<file path="src/rtl/hw_lock_pkg.sv">
package hw_lock_pkg;

    typedef enum logic {
        LK_FREE = 1'b0,
        LK_HELD = 1'b1
    } lk_state_e;

endpackage

</file>
<file path="src/rtl/hw_lock_cell.sv">
module hw_lock_cell
    import hw_lock_pkg::*;
#(
    parameter int NREQ = 4,
    parameter int OW   = (NREQ > 1) ? $clog2(NREQ) : 1
) (
    input  logic            clk,
    input  logic            rst_n,
    input  logic [NREQ-1:0] claim_req,
    input  logic [NREQ-1:0] drop_req,
    output logic            held,
    output logic [OW-1:0]   owner
);

    lk_state_e     state_q, state_d;
    logic [OW-1:0] owner_q, owner_d;
    logic [OW-1:0] pick;

    // fixed priority: lowest index wins
    always_comb begin
        pick = '0;
        for (int i = NREQ - 1; i >= 0; i--) begin
            if (claim_req[i]) pick = OW'(i);
        end
    end

    always_comb begin
        state_d = state_q;
        owner_d = owner_q;
        unique case (state_q)
            LK_FREE: begin
                if (|claim_req) begin        // TAKE
                    state_d = LK_HELD;
                    owner_d = pick;
                end
            end
            LK_HELD: begin
                if (drop_req[owner_q]) begin // GIVE_BACK
                    state_d = LK_FREE;
                    owner_d = '0;
                end
            end
            default: begin
                state_d = LK_FREE;
                owner_d = '0;
            end
        endcase
    end

    always_ff @(posedge clk) begin
        if (!rst_n) begin
            state_q <= LK_FREE;
            owner_q <= '0;
        end else begin
            state_q <= state_d;
            owner_q <= owner_d;
        end
    end

    always_comb begin
        held  = (state_q == LK_HELD);
        owner = owner_q;
    end

    AST_OWNER_FREES: assert property (@(posedge clk) disable iff (!rst_n)
        held && drop_req[owner] |=> !held);

    AST_HOLD_AGAINST_OTHERS: assert property (@(posedge clk) disable iff (!rst_n)
        held && !drop_req[owner] |=> held && $stable(owner));

    AST_FREE_STAYS_IDLE: assert property (@(posedge clk) disable iff (!rst_n)
        !held && !(|claim_req) |=> !held);

    AST_CLAIM_LOWEST_WINS: assert property (@(posedge clk) disable iff (!rst_n)
        !held && (|claim_req) |=> held
            && ((($past(claim_req)) >> owner) & NREQ'(1)) == NREQ'(1)
            && ($past(claim_req) & ((NREQ'(1) << owner) - NREQ'(1))) == '0);

endmodule

</file>
<file path="src/rtl/hw_lock_view.sv">
module hw_lock_view #(
    parameter int NREQ = 4,
    parameter int DW   = 8,
    parameter int OW   = (NREQ > 1) ? $clog2(NREQ) : 1
) (
    input  logic [DW-1:0]      held_v,
    input  logic [DW*OW-1:0]   owner_flat,
    input  logic [NREQ-1:0]    hit,
    output logic [NREQ*DW-1:0] rdata
);

    for (genvar i = 0; i < NREQ; i++) begin : g_req
        for (genvar b = 0; b < DW; b++) begin : g_bit
            assign rdata[i*DW + b] = hit[i] && held_v[b]
                                     && (owner_flat[b*OW +: OW] == OW'(i));
        end
    end

endmodule

</file>
<file path="src/rtl/hw_lock_reg.sv">
module hw_lock_reg #(
    parameter int              NREQ      = 4,
    parameter int              AW        = 16,
    parameter int              DW        = 8,
    parameter logic [AW-1:0]   REG_BASE  = 16'h4000,
    parameter logic [AW-1:0]   REG_OFS   = 16'h00A0,
    parameter logic [DW-1:0]   USED_MASK = 8'hBF
) (
    input  logic                 clk,
    input  logic                 rst_n,
    input  logic [NREQ-1:0]      req_wr,
    input  logic [NREQ*AW-1:0]   req_addr,
    input  logic [NREQ*DW-1:0]   req_wdata,
    output logic [NREQ*DW-1:0]   req_rdata
);

    localparam int            OW       = (NREQ > 1) ? $clog2(NREQ) : 1;
    localparam logic [AW-1:0] LOCK_ADR = REG_BASE + REG_OFS;

    logic [NREQ-1:0]  hit;
    logic [NREQ-1:0]  claim_m [DW];
    logic [NREQ-1:0]  drop_m  [DW];
    logic [DW-1:0]    held_v;
    logic [DW*OW-1:0] owner_flat;

    always_comb begin
        for (int i = 0; i < NREQ; i++) begin
            hit[i] = (req_addr[i*AW +: AW] == LOCK_ADR);
        end
        for (int b = 0; b < DW; b++) begin
            for (int i = 0; i < NREQ; i++) begin
                claim_m[b][i] = USED_MASK[b] && req_wr[i] && hit[i]
                                && req_wdata[i*DW + b];
                drop_m[b][i]  = req_wr[i] && hit[i] && !req_wdata[i*DW + b];
            end
        end
    end

    for (genvar b = 0; b < DW; b++) begin : g_lock
        hw_lock_cell #(.NREQ(NREQ), .OW(OW)) u_cell (
            .clk       (clk),
            .rst_n     (rst_n),
            .claim_req (claim_m[b]),
            .drop_req  (drop_m[b]),
            .held      (held_v[b]),
            .owner     (owner_flat[b*OW +: OW])
        );
    end

    hw_lock_view #(.NREQ(NREQ), .DW(DW), .OW(OW)) u_view (
        .held_v     (held_v),
        .owner_flat (owner_flat),
        .hit        (hit),
        .rdata      (req_rdata)
    );

    for (genvar b = 0; b < DW; b++) begin : g_chk
        logic [NREQ-1:0] col;
        always_comb begin
            for (int i = 0; i < NREQ; i++) col[i] = req_rdata[i*DW + b];
        end

        AST_SINGLE_OWNER: assert property (@(posedge clk) disable iff (!rst_n)
            $countones(col) <= 1);

        if (!USED_MASK[b]) begin : g_unused
            AST_UNUSED_QUIET: assert property (@(posedge clk) disable iff (!rst_n)
                col == '0);
        end
    end

    AST_RESET_FREE: assert property (@(posedge clk)
        !rst_n |=> held_v == '0);

endmodule

</file>
<file path="config.mk">
export PLATFORM = sky130hd
export DESIGN_NAME = hw_lock_reg
export DESIGN_NICKNAME = d
export VERILOG_FILES = /design/src/rtl/hw_lock_pkg.sv /design/src/rtl/hw_lock_cell.sv /design/src/rtl/hw_lock_view.sv /design/src/rtl/hw_lock_reg.sv
export SDC_FILE = /design/constraint.sdc
export NUM_CORES = 1
export LEC_CHECK = 0
export BUFFER_PORTS_ARGS = -buffer_cell sky130_fd_sc_hd__buf_2
export CAP_MARGIN = 5
export CORE_MARGIN = 2
export CORE_UTILIZATION = 40
export CTS_BUF_LIST = sky130_fd_sc_hd__clkbuf_4 sky130_fd_sc_hd__clkbuf_8 sky130_fd_sc_hd__clkbuf_16
export CTS_CLUSTER_DIAMETER = 60
export DETAILED_ROUTE_END_ITERATION = 10
export PLACE_DENSITY = 0.74
export SYNTH_ARGS = -nofsm -noshare
export SYNTH_HDL_FRONTEND = slang
export SYNTH_SLANG_ARGS = --single-unit
</file>
<file path="constraint.sdc">
create_clock -name clk -period 6.1 [get_ports clk]
set_input_delay 1.525 -clock clk [delete_from_list [all_inputs] [get_ports clk]]
set_output_delay 1.525 -clock clk [all_outputs]
set_load 0.1 [all_outputs]
</file>
==> results of run 1 <==
-- stage by stage --
| stage | utilization, % | cell area [um^2] | hold slack [ns] |
|---|---|---|---|
| after floorplan | - | 2340 | 0.425 |
| after global placement | 53.8 | 3000 | 0.434 |
| after detailed placement | 53.8 | 3000 | 0.441 |
| after CTS | 54.8 | 3050 | 0.455 |
| after global routing | 54.8 | 3050 | 0.487 |
| final | 54.8 | 3050 | 0.458 |
-- per-layer routing --
layer | vias to the layer above | global-route usage (%) | wire length, um
li1 | 1466 | - | -
met1 | 1377 | 34.1 | 3320
met2 | 205 | 43.3 | 4020
met3 | 23 | 3.60 | 897
met4 | 0 | 9.15 | 199
met5 | - | 0 | 0
-- critical path, stage by stage --
cell and delay, ns:
sky130_fd_sc_hd__buf_2 0.10, sky130_fd_sc_hd__nor4b_2 0.38, sky130_fd_sc_hd__nand3_2 0.29, sky130_fd_sc_hd__nor2_1 0.67, sky130_fd_sc_hd__and4b_1 0.29, sky130_fd_sc_hd__buf_2 0.43
-- registers in the layout, indices dropped and copies added, names as in the netlist --
name	count
g_lock.u_cell.held	8
g_lock.u_cell.owner	14
-- Yosys cell counts (all sizes together), types with 4 or more instances --
master	number
a21oi	14
a221oi	4
a22oi	5
a311oi	4
a31oi	10
and2	5
and3	4
and4	11
and4b	6
buf	8
clkbuf	8
dfxtp	22
inv	22
nand2	41
nand3	17
nor2	28
nor3	22
nor4	17
nor4b	14
o211ai	5
o21ai	10
-- final cells by class --
class	instances	share of cell area [%]
Tap cell	72	2.95
Timing Repair Buffer	129	21.3
Clock buffer	4	1.80
Multi-Input combinational cell	259	56.8
Sequential cell	22	14.4
Inverter	22	2.70
-- cells by family after synthesis --
group	Yosys count
muxes	2
other	1
DFF	22
AOI/OAI and AO/OA	78
and+or+nand+nor	176
buffers and inverters	38
-- power groups by stage --
| stage | logic, mW | registers [mW] | clock network, mW |
|---|---|---|---|
| 2_1_floorplan | 0.0292 | 0.147 | 0 |
| 3_3_place_gp | 0.0719 | 0.147 | 0 |
| 3_5_place_dp | 0.0731 | 0.147 | 0 |
| 4_1_cts | 0.0734 | 0.143 | 0.114 |
| 5_1_grt | 0.0801 | 0.144 | 0.120 |
| 6_report | 0.0747 | 0.143 | 0.114 |
-- how the worst min path moves through the flow --
| stage | from | end | slack (ns) |
|---|---|---|---|
| floorplan | g_lock[6].u_cell.held | g_lock[6].u_cell.held | 0.42 |
| global placement | g_lock[6].u_cell.held | g_lock[6].u_cell.held | 0.43 |
| detailed placement | g_lock[6].u_cell.held | g_lock[6].u_cell.held | 0.44 |
| CTS | g_lock[6].u_cell.held | g_lock[6].u_cell.held | 0.45 |
| global route | g_lock[6].u_cell.held | g_lock[6].u_cell.held | 0.49 |
| finish | g_lock[6].u_cell.held | g_lock[6].u_cell.held | 0.46 |
==> load_flow_metrics.sql, run 1 <==
INSERT INTO impl_metrics (metric_group, metric, value, unit) VALUES
('worst_hold_path', 'holdCritPathClass', 'reg2reg', ''),
('global_routing', 'first_pass_grt_wire_length', '13.2', 'mm'),
('setup_path', 'r2r.worst_path.cells', '4', ''),
('detailed_routing', 'drt_pre_antenna_iters', '5', ''),
('logic_synthesis', 'ys_seq_elements', '22', ''),
('logic_synthesis', 'synth.top_cells.by_area', 'sky130_fd_sc_hd__dfxtp_1 19%, sky130_fd_sc_hd__nand2_1 6.6%, sky130_fd_sc_hd__nor3_1 4.7%', ''),
('floorplanning', 'num_rows', '27', ''),
('logic_synthesis', 'synth-seq-area-share', '18.9', '%'),
('logic_synthesis', 'postSynthAreaPerCell', '7.35', 'um^2'),
('logic_synthesis', 'synthSimpleGateAreaFrac', '49.2', '%'),
('setup_path', 'rrSetupSlack', '4.37', 'ns'),
('timing', 'worst_clock_skew', '0.00242', 'ns'),
('clocking', 'clock_sink_total', '22', ''),
('timing', 'slew_viol_final', '0', ''),
('logic_synthesis', 'yosys-mux-area-fraction', '0.860', '%'),
('power', 'power.switching_fraction', '29.9', '%'),
('worst_hold_path', 'timing.hold.worst_path_depth', '2', ''),
('clocking', 'tritoncts.num_buffers', '3', ''),
('setup_path', 'endpoint', 'req_rdata[18]', ''),
('finish', 'multi_input_area', '1730', 'um^2'),
('setup_path', 'timing.critical_path.required', '4.58', 'ns'),
('power', 'cellPowerDensity', '109', 'nW/um^2'),
('detailed_routing', 'routed_wirelength', '8.44', 'mm'),
('clocking', 'cts_hold_buffers', '0', ''),
('power', 'worst_ir_drop_vdd', '0.0832', 'mV'),
('clocking', 'cts_htree_levels', '1', ''),
('setup_path', 'crit_fanout', '10', ''),
('detailed_routing', 'num_vias', '3071', ''),
('detailed_routing', 'routedWlPerCell', '16.6', 'um'),
('finish', 'num_antenna_cells', '0', ''),
('placement', 'detailedPlacementHpwl', '6.52', 'mm'),
('timing', 'worst-slew-pin-transition', '0.753', 'ns'),
('global_routing', 'globalRoute.totalOverflow', '0', ''),
('setup_path', 'worstSetupEndpointType', 'primary output', ''),
('floorplanning', 'overall_die_height', '80.3', 'um'),
('clocking', 'clk_pin_slew_worst_setup_hold_paths', '0.09', 'ns'),
('setup_path', 'critical_path_arrival', '3.69', 'ns'),
('timing', 'timing.fmax', '192', 'MHz'),
('logic_synthesis', 'mappedNetlistArea', '2330', 'um^2'),
('timing', 'min_period_over_period', '85.5', '%'),
('finish', 'final_common_cell', 'sky130_fd_sc_hd__buf_2', ''),
('timing', 'fin_setup_tns', '0', 'ns'),
('floorplanning', 'initial_core_util', '41.8', '%'),
('clocking', 'cts_resized', '0', ''),
('timing', 'setup_ws', '0.885', 'ns'),
('floorplanning', 'core-area', '5570', 'um^2'),
('detailed_routing', 'drcViolationCount', '0', ''),
('finish', 'layout.cells.most_common_list', '127 x sky130_fd_sc_hd__buf_2, 41 x sky130_fd_sc_hd__nand2_1, 24 x sky130_fd_sc_hd__nor2_1', ''),
('placement', 'placedCellCount', '504', ''),
('placement', 'portBuffers', '127', ''),
('finish', 'nNetsFinal', '539', ''),
('setup_path', 'r2r-start', 'g_lock[1].u_cell.owner[0]', ''),
('timing', 'final_hold_violation_count', '0', ''),
('setup_path', 'crit_path_start_kind', 'primary input', ''),
('logic_synthesis', 'main_combinational_cell_family_by_area_after_synthesis', 'simple AND/OR/NAND/NOR gates', ''),
('floorplanning', 'chipWidth', '80.3', 'um'),
('clocking', 'worst_skew_pair.late_latency', '0.28', 'ns'),
('finish', 'area_delta_synth_final', '31.1', '%'),
('power', 'power_report.internal_total', '0.233', 'mW'),
('clocking', 'cts-root-to-sink-buffers', '2', ''),
('setup_path', 'timing.setup.critical_path_class', 'in2out', ''),
('outcome', 'outcome', 'finished, final reports clean', ''),
('finish', 'regArea', '440', 'um^2'),
('logic_synthesis', 'area_leader_netlist', 'sky130_fd_sc_hd__dfxtp_1', ''),
('logic_synthesis', 'synth-warning-count', '0', ''),
('global_routing', 'first_global_vias', '2812', ''),
('detailed_routing', 'drtAntennaViolNets', '0', ''),
('logic_synthesis', 'synth_compound_area_share', '23.7', '%'),
('logic_synthesis', 'synthArstFlopShare', '0', '%'),
('power', 'sequential_share_of_power', '43.2', '%'),
('flow_run', 'timing.max_cap.violations', '0', '');
No activity file was read; power rests on OpenSTA's default activity.
==> run 2, diff against run 1 <==
--- a/config.mk
+++ b/config.mk
@@ -7,3 +7,2 @@
 export LEC_CHECK = 0
-export BUFFER_PORTS_ARGS = -buffer_cell sky130_fd_sc_hd__buf_2
 export CAP_MARGIN = 5
@@ -14,3 +13,3 @@
 export DETAILED_ROUTE_END_ITERATION = 10
-export PLACE_DENSITY = 0.74
+export DONT_BUFFER_PORTS = 1
 export SYNTH_ARGS = -nofsm -noshare
==> constraint.sdc (replaced) <==
create_clock -name clk -period 5.4 [get_ports clk]
set_input_delay 0.27 -clock clk [delete_from_list [all_inputs] [get_ports clk]]
set_output_delay 0.27 -clock clk [all_outputs]
set_load 0.1 [all_outputs]
==> run 2 against run 1 <==
Via count is 16% lower. Non-clock buffer count is 115 lower. Core utilization is 3.3 points lower. Global-route usage is 0.73 points lower. Total power is 2.9% lower. Combinational power is 56% lower. Sequential power is 13% higher. Critical path type unchanged. Critical endpoint is now req_rdata[6]. Highest routed layer is now met5.
==> load_flow_metrics.sql, run 2 (synthesized netlist as in run 1, its figures left out) <==
INSERT INTO impl_metrics (metric_group, metric, value, unit) VALUES
('outcome', 'outcome', 'finished, final reports clean', ''),
('floorplanning', 'initial_core_util', '41.8', '%'),
('setup_path', 'critical-path-max-stage-delay', '1.18', 'ns'),
('clocking', 'cts-root-to-sink-buffers', '2', ''),
('timing', 'worst_clock_skew', '0.00204', 'ns'),
('setup_path', 'r2r-end', 'g_lock[1].u_cell.owner[0]', ''),
('detailed_routing', 'routed_wirelength', '8.15', 'mm'),
('worst_hold_path', 'holdCritPathClass', 'in2reg', ''),
('timing', 'worst-slew-pin-transition', '1.10', 'ns'),
('detailed_routing', 'drtIter0Drc', '185', ''),
('finish', 'count_of_placed_standard_cells_in_the_final_layout_fillers_left_out', '394', ''),
('clocking', 'clock_sink_total', '22', ''),
('setup_path', 'crit_slowest_cell', 'sky130_fd_sc_hd__nor2_2', ''),
('global_routing', 'globalRouteTotalUtil', '25.3', '%'),
('timing', 'fin_setup_tns', '0', 'ns'),
('power', 'cellPowerDensity', '113', 'nW/um^2'),
('timing', 'finalSetupViolCount', '0', ''),
('finish', 'nNetsFinal', '424', ''),
('detailed_routing', 'drcViolationCount', '0', ''),
('finish', 'multi_input_area', '1810', 'um^2'),
('finish', 'regArea', '440', 'um^2'),
('worst_hold_path', 'worstHoldStart', 'rst_n', ''),
('floorplanning', 'chipWidth', '80.3', 'um'),
('power', 'p_switching', '0.0840', 'mW'),
('timing', 'slew_viol_final', '0', ''),
('setup_path', 'crit_fanout', '13', ''),
('detailed_routing', 'routedWlPerCell', '20.7', 'um'),
('finish', 'proportion_of_layout_cells_with_a_drive_suffix_above_1', '17.4', '%'),
('setup_path', 'crit_path_start_kind', 'primary input', ''),
('clocking', 'tritoncts.num_buffers', '3', ''),
('finish', 'layout.cells.most_common_list', '41 x sky130_fd_sc_hd__nand2_1, 23 x sky130_fd_sc_hd__nor2_1, 22 x sky130_fd_sc_hd__inv_1, 22 x sky130_fd_sc_hd__dfxtp_1, 16 x sky130_fd_sc_hd__nor3_1', ''),
('power', 'sequential_share_of_power', '50.2', '%'),
('power', 'worst_ir_drop_vdd', '0.0801', 'mV'),
('placement', 'placedCellCount', '389', ''),
('setup_path', 'worstSetupEndpointType', 'primary output', ''),
('detailed_routing', 'drt_pre_antenna_iters', '5', ''),
('global_routing', 'first_global_vias', '2422', ''),
('global_routing', 'antenna_found_initial', '2', ''),
('worst_hold_path', 'timing.hold.worst_path_depth', '1', ''),
('detailed_routing', 'detail_route.vias_per_cell', '6.52', ''),
('setup_path', 'crit_chain', 'nor4_1 > nand4_1 > nor2_2', ''),
('clocking', 'tritoncts', 'done', ''),
('floorplanning', 'dieArea', '6450', 'um^2'),
('power', 'power.switching_fraction', '26.0', '%'),
('timing', 'maxSlewHeadroom', '26.8', '%'),
('power', 'power_report.internal_total', '0.239', 'mW'),
('finish', 'fill_cells', '552', ''),
('global_routing', 'grt_max_degree', '17', ''),
('setup_path', 'timing.critical_path.required', '5.13', 'ns'),
('timing', 'min_period', '3.24', 'ns'),
('finish', 'area_delta_synth_final', '23.1', '%'),
('power', 'clockPowerShare', '39.7', '%'),
('clocking', 'cts_resized', '0', ''),
('setup_path', 'r2r-start', 'g_lock[1].u_cell.owner[0]', ''),
('placement', 'portBuffers', '0', ''),
('floorplanning', 'overall_die_height', '80.3', 'um'),
('floorplanning', 'core-area', '5570', 'um^2'),
('setup_path', 'r2r.worst_path.cells', '4', ''),
('setup_path', 'rrSetupSlack', '3.63', 'ns'),
('clocking', 'cts_root_buffer', 'sky130_fd_sc_hd__clkbuf_8', ''),
('placement', 'preCtsSetupSlack', '2.25', 'ns'),
('power', 'combPwrFrac', '10.1', '%'),
('timing', 'grt_setup_unrepaired', 'no', ''),
('timing', 'final_hold_violation_count', '0', ''),
('worst_hold_path', 'hold_end', 'g_lock[1].u_cell.held', ''),
('timing', 'setup_ws', '2.16', 'ns'),
('finish', 'largest_register_ffs', '14', ''),
('finish', 'final_common_cell', 'sky130_fd_sc_hd__nand2_1', ''),
('global_routing', 'first_pass_grt_wire_length', '12.5', 'mm'),
('flow_run', 'timing.max_cap.violations', '0', ''),
('global_routing', 'globalRoute.totalOverflow', '0', ''),
('placement', 'detailedPlacementHpwl', '6.25', 'mm'),
('detailed_routing', 'num_vias', '2570', ''),
('floorplanning', 'num_rows', '27', ''),
('setup_path', 'timing.setup.critical_path_class', 'in2out', ''),
('power', 'power.static_leakage', '0.879', 'nW'),
('clocking', 'worst_skew_pair.late_latency', '0.27', 'ns'),
('clocking', 'cts_post_setup_buffers_inserted', '0', ''),
('clocking', 'cts_hold_buffers', '0', ''),
('floorplanning', 'ios', '134', ''),
('placement', 'final_wtd_congestion', '0.962', ''),
('timing', 'timing.fmax', '309', 'MHz'),
('power', 'post-layout-total-power', '0.323', 'mW'),
('detailed_routing', 'drtAntennaViolNets', '0', ''),
('timing', 'min_period_over_period', '60.0', '%'),
('clocking', 'clk_pin_slew_worst_setup_hold_paths', '0.09', 'ns'),
('setup_path', 'critical_path_arrival', '2.97', 'ns'),
('clocking', 'cts_htree_levels', '1', '');
-- run 2: power by group through the flow --
stage | registers (mW) | logic [mW] | clock network, mW
6_report | 0.162 | 0.0326 | 0.128
5_1_grt | 0.162 | 0.0352 | 0.137
4_1_cts | 0.162 | 0.0323 | 0.128
3_5_place_dp | 0.166 | 0.0322 | 0
3_3_place_gp | 0.166 | 0.0318 | 0
2_1_floorplan | 0.166 | 0.0330 | 0
-- run 2: area by class of cell --
cell class | count | area share, %
inverters | 22 | 2.88
repair buffers | 14 | 13.4
clock buffers | 4 | 1.92
multi-input cells | 259 | 63.2
flip-flops and latches | 22 | 15.4
well taps | 72 | 3.14
diodes | 1 | 0.0873
-- run 2: critical path: cells and delay by family --
kind / cells / cell delay (ns)
simple gates: 3 / 2.69
-- run 2: per-stage QoR --
stage,instance area (um^2),util (%),hold WS [ns]
after detailed placement,2810,50.4,0.411
after floorplan,2340,-,0.425
after global routing,2870,51.4,0.120
final,2870,51.4,0.118
after CTS,2860,51.4,0.123
after global placement,2810,50.4,0.414
-- run 2: per-layer routing --
metal / global-route usage [%] / up-vias / routed length, um
li1: - / 1240 / -
met1: 32.6 / 1177 / 3320
met2: 40.3 / 133 / 3920
met3: 6.63 / 18 / 709
met4: 8.98 / 2 / 186
met5: 0 / - / 13
-- run 2: worst max-delay path by stage --
| stage | startpoint | endpoint | slack [ns] | cells after the start |
|---|---|---|---|---|
| final | req_addr[1] | req_rdata[6] | 2.16 | 3 |
| after global routing | req_addr[10] | req_rdata[6] | 2.04 | 3 |
| after CTS | req_addr[1] | req_rdata[6] | 2.22 | 3 |
| after detailed placement | req_addr[1] | req_rdata[6] | 2.25 | 3 |
| after global placement | req_addr[1] | req_rdata[6] | 2.28 | 3 |
| after floorplan | req_addr[1] | req_rdata[3] | 0.84 | 4 |
==> run 3, diff against run 2 <==
clock period = 3.1 ns   (was 5.4 ns; I/O delays follow)
==> run 3 against run 2 <==
Via count increased by 4.1%. First-iteration DRC count decreased by 3.8%. Critical endpoint is now req_rdata[18]. Non-clock buffer count increased by 17. Clock-buffer cell count decreased by 1. Largest cell class unchanged. Sequential power increased by 74%.
==> load_flow_metrics.sql, run 3 (synthesized netlist as in run 1, its figures left out) <==
INSERT INTO impl_metrics (metric_group, metric, value, unit) VALUES
('outcome', 'outcome', 'finished, final reports clean', ''),
('clocking', 'tritoncts.num_buffers', '3', ''),
('placement', 'final_wtd_congestion', '0.947', ''),
('detailed_routing', 'routedWlPerCell', '19.8', 'um'),
('clocking', 'clk_pin_slew_worst_setup_hold_paths', '0.08', 'ns'),
('floorplanning', 'ios', '134', ''),
('clocking', 'clock_sink_total', '22', ''),
('floorplanning', 'initial_core_util', '41.8', '%'),
('clocking', 'tritoncts', 'done', ''),
('clocking', 'cts-root-to-sink-buffers', '2', ''),
('floorplanning', 'overall_die_height', '80.3', 'um'),
('setup_path', 'r2r.worst_path.cells', '4', ''),
('global_routing', 'antenna_found_initial', '0', ''),
('worst_hold_path', 'timing.hold.worst_path_depth', '1', ''),
('detailed_routing', 'num_vias', '2676', ''),
('floorplanning', 'dieArea', '6450', 'um^2'),
('setup_path', 'r2r-end', 'g_lock[1].u_cell.owner[0]', ''),
('finish', 'fill_cells', '537', ''),
('timing', 'holdWs', '0.0301', 'ns'),
('timing', 'worst_clock_skew', '0.00129', 'ns'),
('detailed_routing', 'top_layer', 'met4', ''),
('detailed_routing', 'detail_route.vias_per_cell', '6.54', ''),
('detailed_routing', 'detail_route.wirelength.met1', '3.28', 'mm'),
('floorplanning', 'num_rows', '27', ''),
('finish', 'nNetsFinal', '441', ''),
('placement', 'preCtsSetupSlack', '0.918', 'ns'),
('finish', 'layout.cells.most_common_list', '41 x sky130_fd_sc_hd__nand2_1, 23 x sky130_fd_sc_hd__nor2_1, 22 x sky130_fd_sc_hd__inv_1, 22 x sky130_fd_sc_hd__dfxtp_1, 18 x sky130_fd_sc_hd__buf_4', ''),
('timing', 'maxSlewHeadroom', '49.5', '%'),
('detailed_routing', 'drcViolationCount', '0', ''),
('clocking', 'cts_root_buffer', 'sky130_fd_sc_hd__clkbuf_8', ''),
('finish', 'proportion_of_layout_cells_with_a_drive_suffix_above_1', '21.4', '%'),
('timing', 'setup_ws', '0.921', 'ns'),
('finish', 'largest_register_ffs', '14', ''),
('detailed_routing', 'met2WireLength', '3.81', 'mm'),
('timing', 'fin_setup_tns', '0', 'ns'),
('finish', 'num_antenna_cells', '0', ''),
('detailed_routing', 'drtAntennaViolNets', '0', ''),
('power', 'post-layout-total-power', '0.523', 'mW'),
('setup_path', 'crit_fanout', '10', ''),
('setup_path', 'timing.setup.critical_path_class', 'in2out', ''),
('power', 'sequential_share_of_power', '53.9', '%'),
('power', 'power.static_leakage', '0.956', 'nW'),
('worst_hold_path', 'holdCritPathClass', 'in2reg', ''),
('global_routing', 'grt_max_degree', '17', ''),
('timing', 'timing.fmax', '459', 'MHz'),
('timing', 'finalSetupViolCount', '0', ''),
('placement', 'detailedPlacementHpwl', '6.28', 'mm'),
('power', 'worst_ir_drop_vdd', '0.135', 'mV'),
('finish', 'layout.cell_area.non_filler', '2970', 'um^2'),
('timing', 'slew_viol_final', '0', ''),
('power', 'power.switching_fraction', '25.7', '%'),
('clocking', 'cts_resized', '0', ''),
('timing', 'min_period_over_period', '70.3', '%'),
('setup_path', 'r2r-start', 'g_lock[1].u_cell.owner[0]', ''),
('clocking', 'cts_htree_levels', '1', ''),
('power', 'clockPowerShare', '35.2', '%'),
('setup_path', 'worstSetupEndpointType', 'primary output', ''),
('clocking', 'worst_skew_pair.late_latency', '0.26', 'ns'),
('worst_hold_path', 'worstHoldStart', 'rst_n', ''),
('clocking', 'cts_post_setup_buffers_inserted', '0', ''),
('worst_hold_path', 'hold_end', 'g_lock[1].u_cell.held', ''),
('power', 'cellPowerDensity', '176', 'nW/um^2'),
('power', 'p_switching', '0.135', 'mW'),
('power', 'power_report.internal_total', '0.389', 'mW'),
('finish', 'area_delta_synth_final', '27.4', '%'),
('global_routing', 'globalRoute.totalOverflow', '0', ''),
('power', 'combPwrFrac', '10.8', '%'),
('flow_run', 'timing.max_cap.violations', '0', ''),
('placement', 'place_area', '2930', 'um^2'),
('setup_path', 'critical_path_arrival', '2.02', 'ns'),
('detailed_routing', 'detailroute.wirelength.met3', '726', 'um'),
('finish', 'final_common_cell', 'sky130_fd_sc_hd__nand2_1', ''),
('detailed_routing', 'drt_pre_antenna_iters', '5', ''),
('placement', 'portBuffers', '0', ''),
('floorplanning', 'core-area', '5570', 'um^2'),
('detailed_routing', 'drtIter0Drc', '178', ''),
('global_routing', 'globalRouteTotalUtil', '24.7', '%'),
('floorplanning', 'chipWidth', '80.3', 'um'),
('timing', 'worst-slew-pin-transition', '0.750', 'ns'),
('detailed_routing', 'routed_wirelength', '8.10', 'mm'),
('global_routing', 'first_global_vias', '2430', ''),
('clocking', 'cts_hold_buffers', '0', ''),
('setup_path', 'timing.critical_path.required', '2.94', 'ns'),
('setup_path', 'rrSetupSlack', '1.34', 'ns'),
('timing', 'grt_setup_unrepaired', 'no', ''),
('setup_path', 'crit_path_start_kind', 'primary input', ''),
('global_routing', 'first_pass_grt_wire_length', '12.4', 'mm'),
('timing', 'final_hold_violation_count', '0', ''),
('timing', 'min_period', '2.18', 'ns');
[run 3: how the worst max path moves through the flow]
stage / from / to / slack, ns / depth (start not counted)
finish: req_addr[33] / req_rdata[18] / 0.92 / 5
global route: req_addr[33] / req_rdata[18] / 0.72 / 5
CTS: req_addr[33] / req_rdata[23] / 0.92 / 5
detailed placement: req_addr[33] / req_rdata[18] / 0.92 / 5
global placement: req_addr[33] / req_rdata[23] / 0.94 / 5
floorplan: req_addr[1] / req_rdata[3] / -1.23 / 4
[run 3: metal layers]
metal | track usage [%] | up-vias
li1 | - | 1266
met1 | 31.7 | 1250
met2 | 39.0 | 133
met3 | 6.07 | 27
met4 | 11.2 | 0
met5 | 0 | -
[run 3: worst max-delay path, stage by stage]
cell,delay (ns)
sky130_fd_sc_hd__nor4b_2,0.38
sky130_fd_sc_hd__nand3_2,0.29
sky130_fd_sc_hd__nor2_1,0.61
sky130_fd_sc_hd__and4b_1,0.29
sky130_fd_sc_hd__buf_4,0.29
[run 3: layout make-up]
cell class	instances	area (um^2)	area share [%]
inverters	22	82.6	2.78
clock buffers	3	41.3	1.39
well taps	72	90.1	3.04
flip-flops and latches	22	440	14.8
repair buffers	31	493	16.6
multi-input cells	259	1820	61.3
[run 3: power groups by stage]
stage	sequential, mW	clock [mW]	combinational [mW]
finish	0.282	0.184	0.0568
global route	0.282	0.195	0.0614
CTS	0.282	0.185	0.0564
detailed placement	0.289	0	0.0563
global placement	0.289	0	0.0555
floorplan	0.289	0	0.0574
[run 3: through the flow]
step           cells  util, %
3_5_place_dp     406     52.5
6_report         409     53.2
2_1_floorplan    319        -
5_1_grt          409     53.2
3_3_place_gp     406     52.5
4_1_cts          409     53.2
